$ cat src/rtl/mmf_pkg.sv
package mmf_pkg;
    typedef enum logic [2:0] {
        ST_IDLE,
        ST_LAUNCH,
        ST_DIVIDE,
        ST_SCAN,
        ST_FILL,
        ST_DONE
    } mmf_state_t;
endpackage

$ cat src/rtl/mmf_divider.sv
// Restoring divider: quotient = dividend / divisor, one bit per cycle.
module mmf_divider #(
    parameter int DW = 18,
    parameter int SW = 3
) (
    input  logic          clk,
    input  logic          rst_n,
    input  logic          go,
    input  logic [DW-1:0] dividend,
    input  logic [SW-1:0] divisor,
    output logic          valid,
    output logic [DW-1:0] quotient
);
    localparam int CNTW = $clog2(DW + 1);
    localparam int PW   = DW + SW;

    logic [DW-1:0]   dq;
    logic [DW-1:0]   dvd_q;
    logic [SW-1:0]   rem;
    logic [SW-1:0]   dvs;
    logic [CNTW-1:0] cnt;
    logic            running;

    logic [SW:0]     shifted;
    logic [SW:0]     diff;
    logic            fits;

    always_comb begin
        shifted = {rem, dq[DW-1]};
        fits    = shifted >= {1'b0, dvs};
        diff    = shifted - {1'b0, dvs};
    end

    always_ff @(posedge clk or negedge rst_n) begin
        if (!rst_n) begin
            dq      <= '0;
            dvd_q   <= '0;
            rem     <= '0;
            dvs     <= '0;
            cnt     <= '0;
            running <= 1'b0;
            valid   <= 1'b0;
        end else if (go) begin
            dq      <= dividend;
            dvd_q   <= dividend;
            rem     <= '0;
            dvs     <= divisor;
            cnt     <= CNTW'(DW);
            running <= 1'b1;
            valid   <= 1'b0;
        end else if (running) begin
            rem     <= fits ? diff[SW-1:0] : shifted[SW-1:0];
            dq      <= {dq[DW-2:0], fits};
            cnt     <= cnt - 1'b1;
            running <= (cnt != CNTW'(1));
            valid   <= (cnt == CNTW'(1));
        end else begin
            valid   <= 1'b0;
        end
    end

    assign quotient = dq;

    logic [PW-1:0] prod;
    assign prod = PW'(dq) * PW'(dvs);

    AST_SHARE_IS_FLOOR: assert property (@(posedge clk) disable iff (!rst_n)
        (valid && dvs != '0) |-> (prod <= PW'(dvd_q) && prod + PW'(dvs) > PW'(dvd_q)));
endmodule

$ cat src/rtl/mmf_lane.sv
// Per-requester state: demand, allocation, unsatisfied flag.
module mmf_lane #(
    parameter int W  = 16,
    parameter int CW = 18
) (
    input  logic          clk,
    input  logic          rst_n,
    input  logic          load,
    input  logic [W-1:0]  demand_in,
    input  logic          take,
    input  logic          fill,
    input  logic [CW-1:0] share,
    output logic [W-1:0]  dem,
    output logic [W-1:0]  alloc,
    output logic          fits
);
    logic active;

    assign fits = active && (CW'(dem) <= share);

    always_ff @(posedge clk or negedge rst_n) begin
        if (!rst_n) begin
            dem    <= '0;
            alloc  <= '0;
            active <= 1'b0;
        end else if (load) begin
            dem    <= demand_in;
            alloc  <= '0;
            active <= (demand_in != '0);
        end else if (take && fits) begin
            alloc  <= dem;
            active <= 1'b0;
        end else if (fill && active) begin
            alloc  <= share[W-1:0];
            active <= 1'b0;
        end
    end

    AST_ALLOC_CAPPED: assert property (@(posedge clk) disable iff (!rst_n)
        alloc <= dem);
    AST_ZERO_LANE_IDLE: assert property (@(posedge clk) disable iff (!rst_n)
        (dem == '0) |-> (alloc == '0 && !active));
    AST_FILL_UNDER_DEMAND: assert property (@(posedge clk) disable iff (!rst_n)
        (fill && active) |-> (CW'(dem) > share));
endmodule

$ cat src/rtl/mmf_alloc.sv
module mmf_alloc
    import mmf_pkg::*;
#(
    parameter int N = 4,
    parameter int W = 16
) (
    input  logic                       clk,
    input  logic                       rst_n,
    input  logic                       start,
    input  logic [W+$clog2(N)-1:0]     capacity,
    input  logic [N*W-1:0]             demand,
    output logic [N*W-1:0]             alloc,
    output logic                       busy,
    output logic                       done
);
    localparam int CW = W + $clog2(N);
    localparam int KW = $clog2(N + 1);
    localparam int IW = (N > 1) ? $clog2(N) : 1;

    mmf_state_t state, state_nx;

    logic [CW-1:0] resid;
    logic [KW-1:0] kact;
    logic [IW-1:0] idx;
    logic          any_take;

    logic          load, div_go, fill;
    logic [N-1:0]  take_v, fits_v;
    logic [W-1:0]  dem_a [N];
    logic          div_valid;
    logic [CW-1:0] share;
    logic [KW-1:0] nz_cnt;
    logic          sel_fits;
    logic [W-1:0]  sel_dem;
    logic          last_idx;
    logic [KW-1:0] k_after;

    always_comb begin
        nz_cnt = '0;
        for (int i = 0; i < N; i++)
            nz_cnt = nz_cnt + KW'(demand[i*W +: W] != '0);
    end

    assign sel_fits = fits_v[idx];
    assign sel_dem  = dem_a[idx];
    assign last_idx = (idx == IW'(N - 1));
    assign k_after  = kact - KW'(sel_fits);

    generate
        for (genvar g = 0; g < N; g++) begin : g_lane
            mmf_lane #(.W(W), .CW(CW)) u_lane (
                .clk       (clk),
                .rst_n     (rst_n),
                .load      (load),
                .demand_in (demand[g*W +: W]),
                .take      (take_v[g]),
                .fill      (fill),
                .share     (share),
                .dem       (dem_a[g]),
                .alloc     (alloc[g*W +: W]),
                .fits      (fits_v[g])
            );
        end
    endgenerate

    mmf_divider #(.DW(CW), .SW(KW)) u_div (
        .clk      (clk),
        .rst_n    (rst_n),
        .go       (div_go),
        .dividend (resid),
        .divisor  (kact),
        .valid    (div_valid),
        .quotient (share)
    );

    // State register
    always_ff @(posedge clk or negedge rst_n) begin
        if (!rst_n) state <= ST_IDLE;
        else        state <= state_nx;
    end

    // Next state
    always_comb begin
        state_nx = state;
        unique case (state)
            ST_IDLE:   if (start) state_nx = (nz_cnt == '0) ? ST_DONE : ST_LAUNCH;
            ST_LAUNCH: state_nx = ST_DIVIDE;
            ST_DIVIDE: if (div_valid) state_nx = ST_SCAN;
            ST_SCAN:   if (last_idx) begin
                           if (!(any_take || sel_fits)) state_nx = ST_FILL;
                           else if (k_after == '0)      state_nx = ST_DONE;
                           else                         state_nx = ST_LAUNCH;
                       end
            ST_FILL:   state_nx = ST_DONE;
            ST_DONE:   state_nx = ST_IDLE;
            default:   state_nx = ST_IDLE;
        endcase
    end

    // Outputs
    always_comb begin
        load   = (state == ST_IDLE) && start;
        div_go = (state == ST_LAUNCH);
        fill   = (state == ST_FILL);
        busy   = (state != ST_IDLE);
        done   = (state == ST_DONE);
        for (int i = 0; i < N; i++)
            take_v[i] = (state == ST_SCAN) && (idx == IW'(i));
    end

    // Datapath registers
    always_ff @(posedge clk or negedge rst_n) begin
        if (!rst_n) begin
            resid    <= '0;
            kact     <= '0;
            idx      <= '0;
            any_take <= 1'b0;
        end else begin
            unique case (state)
                ST_IDLE: if (start) begin
                    resid <= capacity;
                    kact  <= nz_cnt;
                end
                ST_LAUNCH: begin
                    idx      <= '0;
                    any_take <= 1'b0;
                end
                ST_SCAN: begin
                    idx <= idx + 1'b1;
                    if (sel_fits) begin
                        resid    <= resid - CW'(sel_dem);
                        kact     <= k_after;
                        any_take <= 1'b1;
                    end
                end
                default: ;
            endcase
        end
    end

    AST_DONE_SINGLE: assert property (@(posedge clk) disable iff (!rst_n)
        done |=> !done);
    AST_RESID_NO_GROWTH: assert property (@(posedge clk) disable iff (!rst_n)
        (state != ST_IDLE) |=> (resid <= $past(resid)));
    AST_FILL_HAS_ACTIVE: assert property (@(posedge clk) disable iff (!rst_n)
        (state == ST_FILL) |-> (kact != '0));
    AST_DIV_NONZERO: assert property (@(posedge clk) disable iff (!rst_n)
        div_go |-> (kact != '0));
endmodule

$ cat config.mk
export PLATFORM = sky130hd
export DESIGN_NAME = mmf_alloc
export DESIGN_NICKNAME = d
export VERILOG_FILES = /design/src/rtl/mmf_pkg.sv /design/src/rtl/mmf_divider.sv /design/src/rtl/mmf_lane.sv /design/src/rtl/mmf_alloc.sv
export SDC_FILE = /design/constraint.sdc
export NUM_CORES = 1
export LEC_CHECK = 0
export ABC_AREA = 1
export BUFFER_PORTS_ARGS = -buffer_cell sky130_fd_sc_hd__buf_2
export CAP_MARGIN = 40
export CORE_MARGIN = 2
export CORE_UTILIZATION = 64
export CTS_CLUSTER_DIAMETER = 60
export DETAILED_ROUTE_END_ITERATION = 10
export HOLD_SLACK_MARGIN = 0.15
export PLACE_DENSITY_LB_ADDON = 0.05
export SYNTH_ARGS = -nofsm -noshare
export SYNTH_HDL_FRONTEND = slang
export SYNTH_HIERARCHICAL = 1
export SYNTH_SLANG_ARGS = --single-unit
$ cat constraint.sdc
create_clock -name clk -period 4.75 [get_ports clk]
set_input_delay 0.95 -clock clk [delete_from_list [all_inputs] [get_ports clk]]
set_output_delay 0.95 -clock clk [all_outputs]
set_load 0.005 [all_outputs]
==> run summary, run 1 <==
Outcome
• **result of the run** complete, no violations

Finish
• **number of fill cells in the layout** 1714
• **multi-input combinational cell area** 7040 µm²
• **Final Core Density** 71.7%
• **fraction of layout instances using a drive strength above 1** 15.3%
• **Storage cell area** 4750 µm²
• **area added between synthesis and finish** 10.7%
• **post-route cell area** 14400 µm²
• **Final Net Count** 2067
• **number of antenna repair diodes** 0

Clock tree
• **number of clock sinks** 190
• **hold buffer count at cts** 0
• **Clk pin slew, worst setup/hold paths** 0.08 ns
• **clock tree from TritonCTS** yes
• **cell at the root of the clock tree** sky130_fd_sc_hd__clkbuf_16
• **worst skew pair latency** 0.44 ns
• **cts repair resizes** 0
• **buffer count from post-CTS setup fixing** 0
• **htree depth** 4
• **buffer depth of the longest clock path** 2
• **Num CTS Buffers** 17

Synth
• **leading cell type by number of instances after synthesis** sky130_fd_sc_hd__nand2_1
• **biggest area consumer among synthesized cells** sky130_fd_sc_hd__dfrtp_1
• **share of flip-flops with an asynchronous set or reset** 100%
• **most common library cells after synthesis** sky130_fd_sc_hd__nand2_1, sky130_fd_sc_hd__inv_1, sky130_fd_sc_hd__dfrtp_1
• **area of the mapped netlist** 13000 µm²
• **number of synthesized register bits** 190
• **Compound-Gate Fraction of Synth Area** 8.70%
• **Synth Flop Type** sky130_fd_sc_hd__dfrtp_1
• **adder-cell share of the synthesized area** 9.43%
• **EDFF count, synth** 0
• **Mapped Cells** 1771
• **total nets after synthesis** 1952
• **share of Yosys cell area claimed by the top area cell type** 36.6%
• **Yosys warning total** 6
• **largest family of logic cells by synthesized area** simple AND/OR/NAND/NOR gates
• **post-synthesis cell type count** 49
• **leading post-synthesis cells by cell area** sky130_fd_sc_hd__dfrtp_1, sky130_fd_sc_hd__nand2_1, sky130_fd_sc_hd__ha_1
• **average cell area after synthesis** 7.33 µm²
• **share of synthesized area occupied by flip-flops and latches** 36.6%
• **area fraction in and, or, nand and nor cells after synthesis** 33.7%
• **parity-gate share of the synthesized area counting xor and xnor cells** 0.472%
• **mux contribution to synthesized area** 1.91%

Pwr
• **Switching Fraction** 52.2%
• **PnR Total Power** 0.0115 W
• **combinational cell fraction of total power** 56.8%
• **portion of total power attributed to sequential cells** 30.6%
• **Worst VDD drop** 0.559 mV
• **Clk pwr share** 12.6%
• **Leak** 7.82 nW
• **power per cell area** 797 nW/µm²
• **cell internal power dissipation** 0.00548 W
• **reported net switching power** 0.00597 W

Timing
• **Max Clock Skew** 0.0124 ns
• **worst max-slew margin expressed relative to the limit** 37.8%
• **Fin. Hold Viols** 0
• **share of the clock period used by the worst path** 71.2%
• **shortest period the worst path allows** 3.38 ns
• **transition time at the pin with the least slew margin** 0.934 ns
• **top achievable clock speed** 295 MHz
• **max-slew violation count** 0
• **unrepaired setup endpoints after global routing** false
• **summed negative setup slack over all endpoints** 0 ns
• **number of failing setup endpoints in the final timing report** 0

Global route
• **GRT Residual Overflow** 0
• **number of global-route vias before repair** 11500
• **antenna violations before repair** 0
• **maximum number of pins on one net before global-route repair** 85
• **global-route usage over all layers** 35.1%
• **global-route wire length before repair** 59.5 mm

Critical path
• **crit-path max FO** 9
• **class of the most critical setup path** reg2reg
• **WP data required** 5.12 ns
• **Critical Path AT** 3.75 ns
• **sort of element at the start of the critical path** flip-flop
• **Worst Setup End Kind** flip-flop

Place
• **total cell area at the placement stage** 13800 µm²
• **number of input and output port buffers inserted** 150
• **half-perimeter wire length after detailed placement** 27.5 mm
• **RePlAce Congestion** 0.983

Hold path
• **worst min path class** reg2reg

Drt
• **DR iter-0 viols** 1293
• **vias after detailed routing** 12500
• **vias per inst** 5.76
• **total detailed-routing wirelength** 37.6 mm
• **number of iterations in the first detailed-routing pass** 7
• **Antenna Nets Post-Route** 0
• **post-detailed-route wirelength per cell** 17.3 µm
• **final routed DRC violation total** 0

Floorplanning
• **floorplan die height** 146 µm
• **core box area** 20000 µm²
• **Initial Util** 64.8%
• **standard-cell rows** 52
• **overall die area** 21400 µm²
• **Ports** 151
• **die width** 146 µm

Flow run
• **total of max-cap violations** 0

-- area by class of cell --
class / count / area share [%]
Tap cell: 270 / 2.35
Clock inverter: 12 / 0.793
Clock buffer: 20 / 3.25
Sequential cell: 190 / 33.1
Timing Repair Buffer: 163 / 5.95
Multi-Input combinational cell: 1304 / 49.0
Inverter: 210 / 5.56
-- flip-flops by register name, summed over array words and instances, names as in the netlist --
| register | flops |
|---|---|
| u_div/quotient | 18 |
| u_div/cnt | 5 |
| g_lane.u_lane/alloc | 64 |
| g_lane.u_lane/dem | 64 |
| u_div/valid | 1 |
| g_lane.u_lane/active | 4 |
| kact | 3 |
| u_div/running | 1 |
| idx | 2 |
| state | 3 |
| resid | 18 |
| u_div/rem | 3 |
| any_take | 1 |
| u_div/dvs | 3 |
-- cells by family after synthesis --
group	after synthesis
flops	190
simple gates	1013
buf+inv	277
xor+xnor	7
mux	22
compound gates	166
fa+ha+maj	96
-- routing by layer --
metal / GRT usage (%) / wire (µm)
met4: 18.1 / 1880
met1: 47.4 / 15600
met5: 0 / 0
met2: 54.0 / 16800
met3: 7.03 / 3360
-- per-stage QoR --
| stage | std cells | hold slack [ns] | worst slack, ns |
|---|---|---|---|
| after floorplan | 1771 | 0.445 | 2.02 |
| after global placement | 2136 | 0.457 | 1.53 |
| after detailed placement | 2137 | 0.460 | 1.49 |
| after CTS | 2169 | 0.478 | 1.51 |
| after global routing | 2169 | 0.491 | 1.21 |
| final | 2169 | 0.472 | 1.37 |
-- cells in the final DEF (no fill, tap or decap), types with 4 or more instances in the layout --
cell / n
sky130_fd_sc_hd__clkbuf_16: 17
sky130_fd_sc_hd__nand2_4: 6
sky130_fd_sc_hd__buf_4: 13
sky130_fd_sc_hd__nor2_4: 5
sky130_fd_sc_hd__buf_2: 149
sky130_fd_sc_hd__nor2_1: 87
sky130_fd_sc_hd__nor4_1: 31
sky130_fd_sc_hd__o21ai_1: 10
sky130_fd_sc_hd__a21o_1: 5
sky130_fd_sc_hd__a32o_1: 14
sky130_fd_sc_hd__a31oi_1: 4
sky130_fd_sc_hd__nor3_1: 8
sky130_fd_sc_hd__dfrtp_1: 190
sky130_fd_sc_hd__o211ai_1: 6
sky130_fd_sc_hd__o21bai_1: 4
sky130_fd_sc_hd__nor2_2: 12
sky130_fd_sc_hd__inv_8: 4
sky130_fd_sc_hd__inv_2: 11
sky130_fd_sc_hd__o221ai_2: 9
sky130_fd_sc_hd__a21oi_4: 4
sky130_fd_sc_hd__o221ai_1: 5
sky130_fd_sc_hd__nand3_1: 36
sky130_fd_sc_hd__nand3_4: 4
sky130_fd_sc_hd__ha_1: 93
sky130_fd_sc_hd__xnor2_1: 4
sky130_fd_sc_hd__nand2_2: 9
sky130_fd_sc_hd__inv_6: 7
sky130_fd_sc_hd__o21ai_0: 29
sky130_fd_sc_hd__nand4_1: 74
sky130_fd_sc_hd__nand2_1: 732
sky130_fd_sc_hd__nand3_2: 4
sky130_fd_sc_hd__a21oi_1: 68
sky130_fd_sc_hd__mux2_2: 22
sky130_fd_sc_hd__inv_1: 195
-- critical path: stages, from the launching register on --
cell and delay, ns:
sky130_fd_sc_hd__dfrtp_1 0.79, sky130_fd_sc_hd__inv_1 0.11, sky130_fd_sc_hd__ha_1 0.35, sky130_fd_sc_hd__nand2_1 0.08, sky130_fd_sc_hd__nand2_1 0.04, sky130_fd_sc_hd__nand3_1 0.08
sky130_fd_sc_hd__nor2_1 0.04, sky130_fd_sc_hd__nor2_1 0.13, sky130_fd_sc_hd__nand2_2 0.09, sky130_fd_sc_hd__a21oi_1 0.24, sky130_fd_sc_hd__nand2_1 0.10, sky130_fd_sc_hd__nand3_1 0.10
sky130_fd_sc_hd__nand2_1 0.10, sky130_fd_sc_hd__inv_2 0.10, sky130_fd_sc_hd__ha_1 0.16, sky130_fd_sc_hd__ha_1 0.16, sky130_fd_sc_hd__xnor2_1 0.16, sky130_fd_sc_hd__nand3_1 0.11
sky130_fd_sc_hd__a21oi_1 0.16, sky130_fd_sc_hd__nor3_1 0.06, sky130_fd_sc_hd__nor2_1 0.11
-- final timing paths --
path | start | to | slack [ns] | depth (start not counted)
worst max-delay path | u_div/quotient[1] | state[2] | 1.37 | 20
worst min-delay path | g_lane[3].u_lane/alloc[3] | g_lane[3].u_lane/alloc[3] | 0.47 | 2
worst max register to register | u_div/quotient[1] | state[2] | 1.37 | 20
worst min register to register | g_lane[3].u_lane/alloc[3] | g_lane[3].u_lane/alloc[3] | 0.47 | 2
max in group asynchronous | rst_n | g_lane[1].u_lane/dem[12] | 3.21 | 2
min in group asynchronous | rst_n | g_lane[3].u_lane/alloc[4] | 0.55 | 1
-- power groups by stage --
stage	logic (W)	clock network, W	registers [W]
floorplan	0.00511	0	0.00292
global placement	0.00617	0	0.00346
detailed placement	0.00637	0	0.00348
CTS	0.00643	0.00145	0.00345
global route	0.00739	0.00151	0.00356
finish	0.00651	0.00144	0.00351
(Power assumes the default switching activity.)
==> run 2, diff against run 1 <==
--- a/config.mk
+++ b/config.mk
@@ -9,7 +9,7 @@
 export BUFFER_PORTS_ARGS = -buffer_cell sky130_fd_sc_hd__buf_2
 export CAP_MARGIN = 40
 export CORE_MARGIN = 2
-export CORE_UTILIZATION = 64
+export CORE_UTILIZATION = 60
 export CTS_CLUSTER_DIAMETER = 60
 export DETAILED_ROUTE_END_ITERATION = 10
 export HOLD_SLACK_MARGIN = 0.15
==> constraint.sdc (replaced) <==
create_clock -name clk -period 3.45 [get_ports clk]
set_input_delay 0.69 -clock clk [delete_from_list [all_inputs] [get_ports clk]]
set_output_delay 0.69 -clock clk [all_outputs]
set_load 0.005 [all_outputs]
==> run 2 against run 1 <==
Maximum frequency rose by 7.3%. Combinational power rose by 45%. Total power rose by 40%. Critical path depth did not move. Final area rose by 1.7%. Sequential cell count did not move. Via count barely moved. Sequential share of layout area fell by 0.54 points. Critical path type unchanged. Global-route usage fell by 0.87 points. Non-clock buffer count rose by 25. Clock skew fell by 0.0021 ns.
==> run summary, run 2 (same netlist as run 1, synthesis figures left out) <==
Clock tree
• **number of clock sinks** 190, unchanged
• **buffer depth of the longest clock path** 2, unchanged
• **cell at the root of the clock tree** sky130_fd_sc_hd__clkbuf_16
• **Clk pin slew, worst setup/hold paths** 0.08 ns, about the same
• **clock tree from TritonCTS** yes
• **worst skew pair latency** 0.44 ns, about the same
• **Num CTS Buffers** 17, unchanged
• **htree depth** 4, unchanged

Critical path
• **combined buffer and inverter count along the critical path** 2, unchanged
• **capture instance of the worst register-to-register path** state[2]
• **worst reg-to-reg path cell count** 20, unchanged
• **Worst Setup End Kind** flip-flop
• **WP data required** 3.83 ns, -1.29 ns
• **crit-path max FO** 9, unchanged
• **crit path launch** u_div/quotient[12]
• **class of the most critical setup path** reg2reg
• **slowest cell delay on critical path** 0.61 ns, -0.18 ns
• **kind of cell adding the most delay to the critical path** simple AND/OR/NAND/NOR gates
• **worst setup slack for register-to-register paths** 0.29 ns, -1.07 ns
• **cells along the critical path** inv_1, ha_1, nand2_1, nor2_1, nand2_1, nor2_1, nor2_1, nand2_2, a21oi_1, nand2_1, nand3_1, nand2_1, inv_2, ha_1, ha_1, xnor2_1, nand3_1, a21oi_1, nor3_1, nor2_1
• **Slowest-stage cell, CP** sky130_fd_sc_hd__dfrtp_1
• **sort of element at the start of the critical path** flip-flop
• **Reg2Reg Launch Point** u_div/quotient[12]
• **Critical Path AT** 3.53 ns, -0.22 ns

Pwr
• **Clk pwr share** 12.8%, +0.2 points
• **Worst VDD drop** 0.685 mV, +23%
• **Leak** 7.96 nW, +1.8%
• **power per cell area** 1100 nW/µm², +38%
• **reported net switching power** 0.00824 W, +38%
• **portion of total power attributed to sequential cells** 28.6%, -2.0 points
• **Switching Fraction** 51.4%, -0.76 points
• **combinational cell fraction of total power** 58.7%, +1.9 points
• **cell internal power dissipation** 0.00780 W, +42%

Global route
• **antenna violations before repair** 0, unchanged
• **number of global-route vias before repair** 11600, +1.2%
• **global-route wire length before repair** 60.3 mm, +1.4%
• **maximum number of pins on one net before global-route repair** 83, -2.4%
• **global-route usage over all layers** 34.2%, -0.87 points
• **GRT Residual Overflow** 0, unchanged

Finish
• **most frequent cells in the layout** sky130_fd_sc_hd__nand2_1, sky130_fd_sc_hd__inv_1, sky130_fd_sc_hd__dfrtp_1, sky130_fd_sc_hd__buf_2, sky130_fd_sc_hd__ha_1
• **number of fill cells in the layout** 1831, +6.8%
• **post-layout instance count excluding filler cells** 2199, +1.4%
• **number of antenna repair diodes** 0, unchanged
• **fraction of layout instances using a drive strength above 1** 16.4%, +1.2 points
• **area added between synthesis and finish** 12.6%
• **biggest registers after layout** g_lane.u_lane/alloc (64), g_lane.u_lane/dem (64)
• **Final Net Count** 2092, +1.2%
• **commonest non-fill, non-tap cell in the layout** sky130_fd_sc_hd__nand2_1

Floorplanning
• **floorplan die height** 151 µm, +3.2%
• **Initial Util** 61.4%, -3.4 points
• **Ports** 151, unchanged
• **core box area** 21200 µm², +5.6%
• **overall die area** 22800 µm², +6.5%
• **die width** 151 µm, +3.2%
• **standard-cell rows** 53, +1.9%

Timing
• **share of the clock period used by the worst path** 91.5%, +20 points
• **worst max-slew margin expressed relative to the limit** 56.3%, +19 points
• **Fin. Hold Viols** 0, unchanged
• **transition time at the pin with the least slew margin** 0.656 ns, -0.278 ns
• **top achievable clock speed** 317 MHz, +7.3%
• **Max Clock Skew** 0.0103 ns, -0.00213 ns
• **number of failing setup endpoints in the final timing report** 0, unchanged
• **max-slew violation count** 0, unchanged
• **summed negative setup slack over all endpoints** 0 ns, unchanged
• **shortest period the worst path allows** 3.16 ns, -0.229 ns
• **unrepaired setup endpoints after global routing** false

Hold path
• **start point of the worst min-delay path** g_lane[0].u_lane/alloc[14]
• **worst min path class** reg2reg
• **worst hold path stage count** 2, unchanged
• **worst hold path endpoint** g_lane[0].u_lane/alloc[14]

Drt
• **final routed DRC violation total** 0, unchanged
• **vias per inst** 5.68, -1.4%
• **total detailed-routing wirelength** 37.8 mm, +0.61%
• **Antenna Nets Post-Route** 0, unchanged
• **vias after detailed routing** 12500, -0.024%
• **post-detailed-route wirelength per cell** 17.2 µm, -0.76%
• **DR iter-0 viols** 1147, -11%
• **number of iterations in the first detailed-routing pass** 5, -2

Place
• **number of input and output port buffers inserted** 150, unchanged
• **RePlAce Congestion** 0.981, -0.17%
• **placed cells** 2166, +1.4%
• **half-perimeter wire length after detailed placement** 28.5 mm, +3.4%

Outcome
• **result of the run** complete, no violations

Flow run
• **total of max-cap violations** 0, unchanged

==> run 2: how the worst max path moves through the flow <==
stage	end	slack, ns	cells past startpoint
2_1_floorplan	state[2]	0.92	20
3_3_place_gp	state[2]	0.29	20
3_5_place_dp	state[2]	0.24	20
4_1_cts	state[2]	0.20	20
5_1_grt	state[2]	0.06	20
6_report	state[2]	0.29	20
==> run 2: per-stage QoR <==
stage	cell area, µm²	util [%]	hold WS (ns)	power (W)	worst slack [ns]
3_5_place_dp	14000	66.2	0.459	0.0138	0.237
4_1_cts	14600	69.1	0.476	0.0159	0.204
3_3_place_gp	14000	66.2	0.457	0.0135	0.289
6_report	14600	69.1	0.476	0.0160	0.295
5_1_grt	14600	69.1	0.487	0.0175	0.0551
2_1_floorplan	13000	-	0.394	0.0111	0.922
==> run 2: power groups by stage <==
stage	Combinational, W	Sequential (W)	Clock, W
2_1_floorplan	0.00703	0.00402	0
3_3_place_gp	0.00896	0.00455	0
3_5_place_dp	0.00921	0.00456	0
4_1_cts	0.00929	0.00452	0.00208
5_1_grt	0.0106	0.00467	0.00216
6_report	0.00941	0.00458	0.00205
==> run 2: timing repair <==
action	CTS	global route
setup buffers	0	0
resized for setup	0	3
hold endpoints to repair	29	0
hold buffers	1	0
endpoints found under the setup margin	0	2
==> run 2: tightest hold or removal path: cells and delay by family, from the launching register on <==
kind          cells  cell delay [ns]
simple gates      2             0.10
flops             1             0.34
==> run 2: final cells by class <==
class,instances,area [µm²],area share [%]
Clock inverter,14,174,1.19
Sequential cell,190,4760,32.6
Timing Repair Buffer,188,1070,7.34
Inverter,210,798,5.46
Multi-Input combinational cell,1304,7040,48.2
Clock buffer,18,429,2.94
Tap cell,275,344,2.35
==> run 2: routing by layer <==
metal | routed length (µm) | GRT usage [%] | up-vias
met5 | 0 | 0 | -
met4 | 1540 | 14.6 | 0
met3 | 2810 | 5.03 | 102
met2 | 17300 | 54.8 | 549
met1 | 16200 | 46.5 | 5818
li1 | - | - | 6012
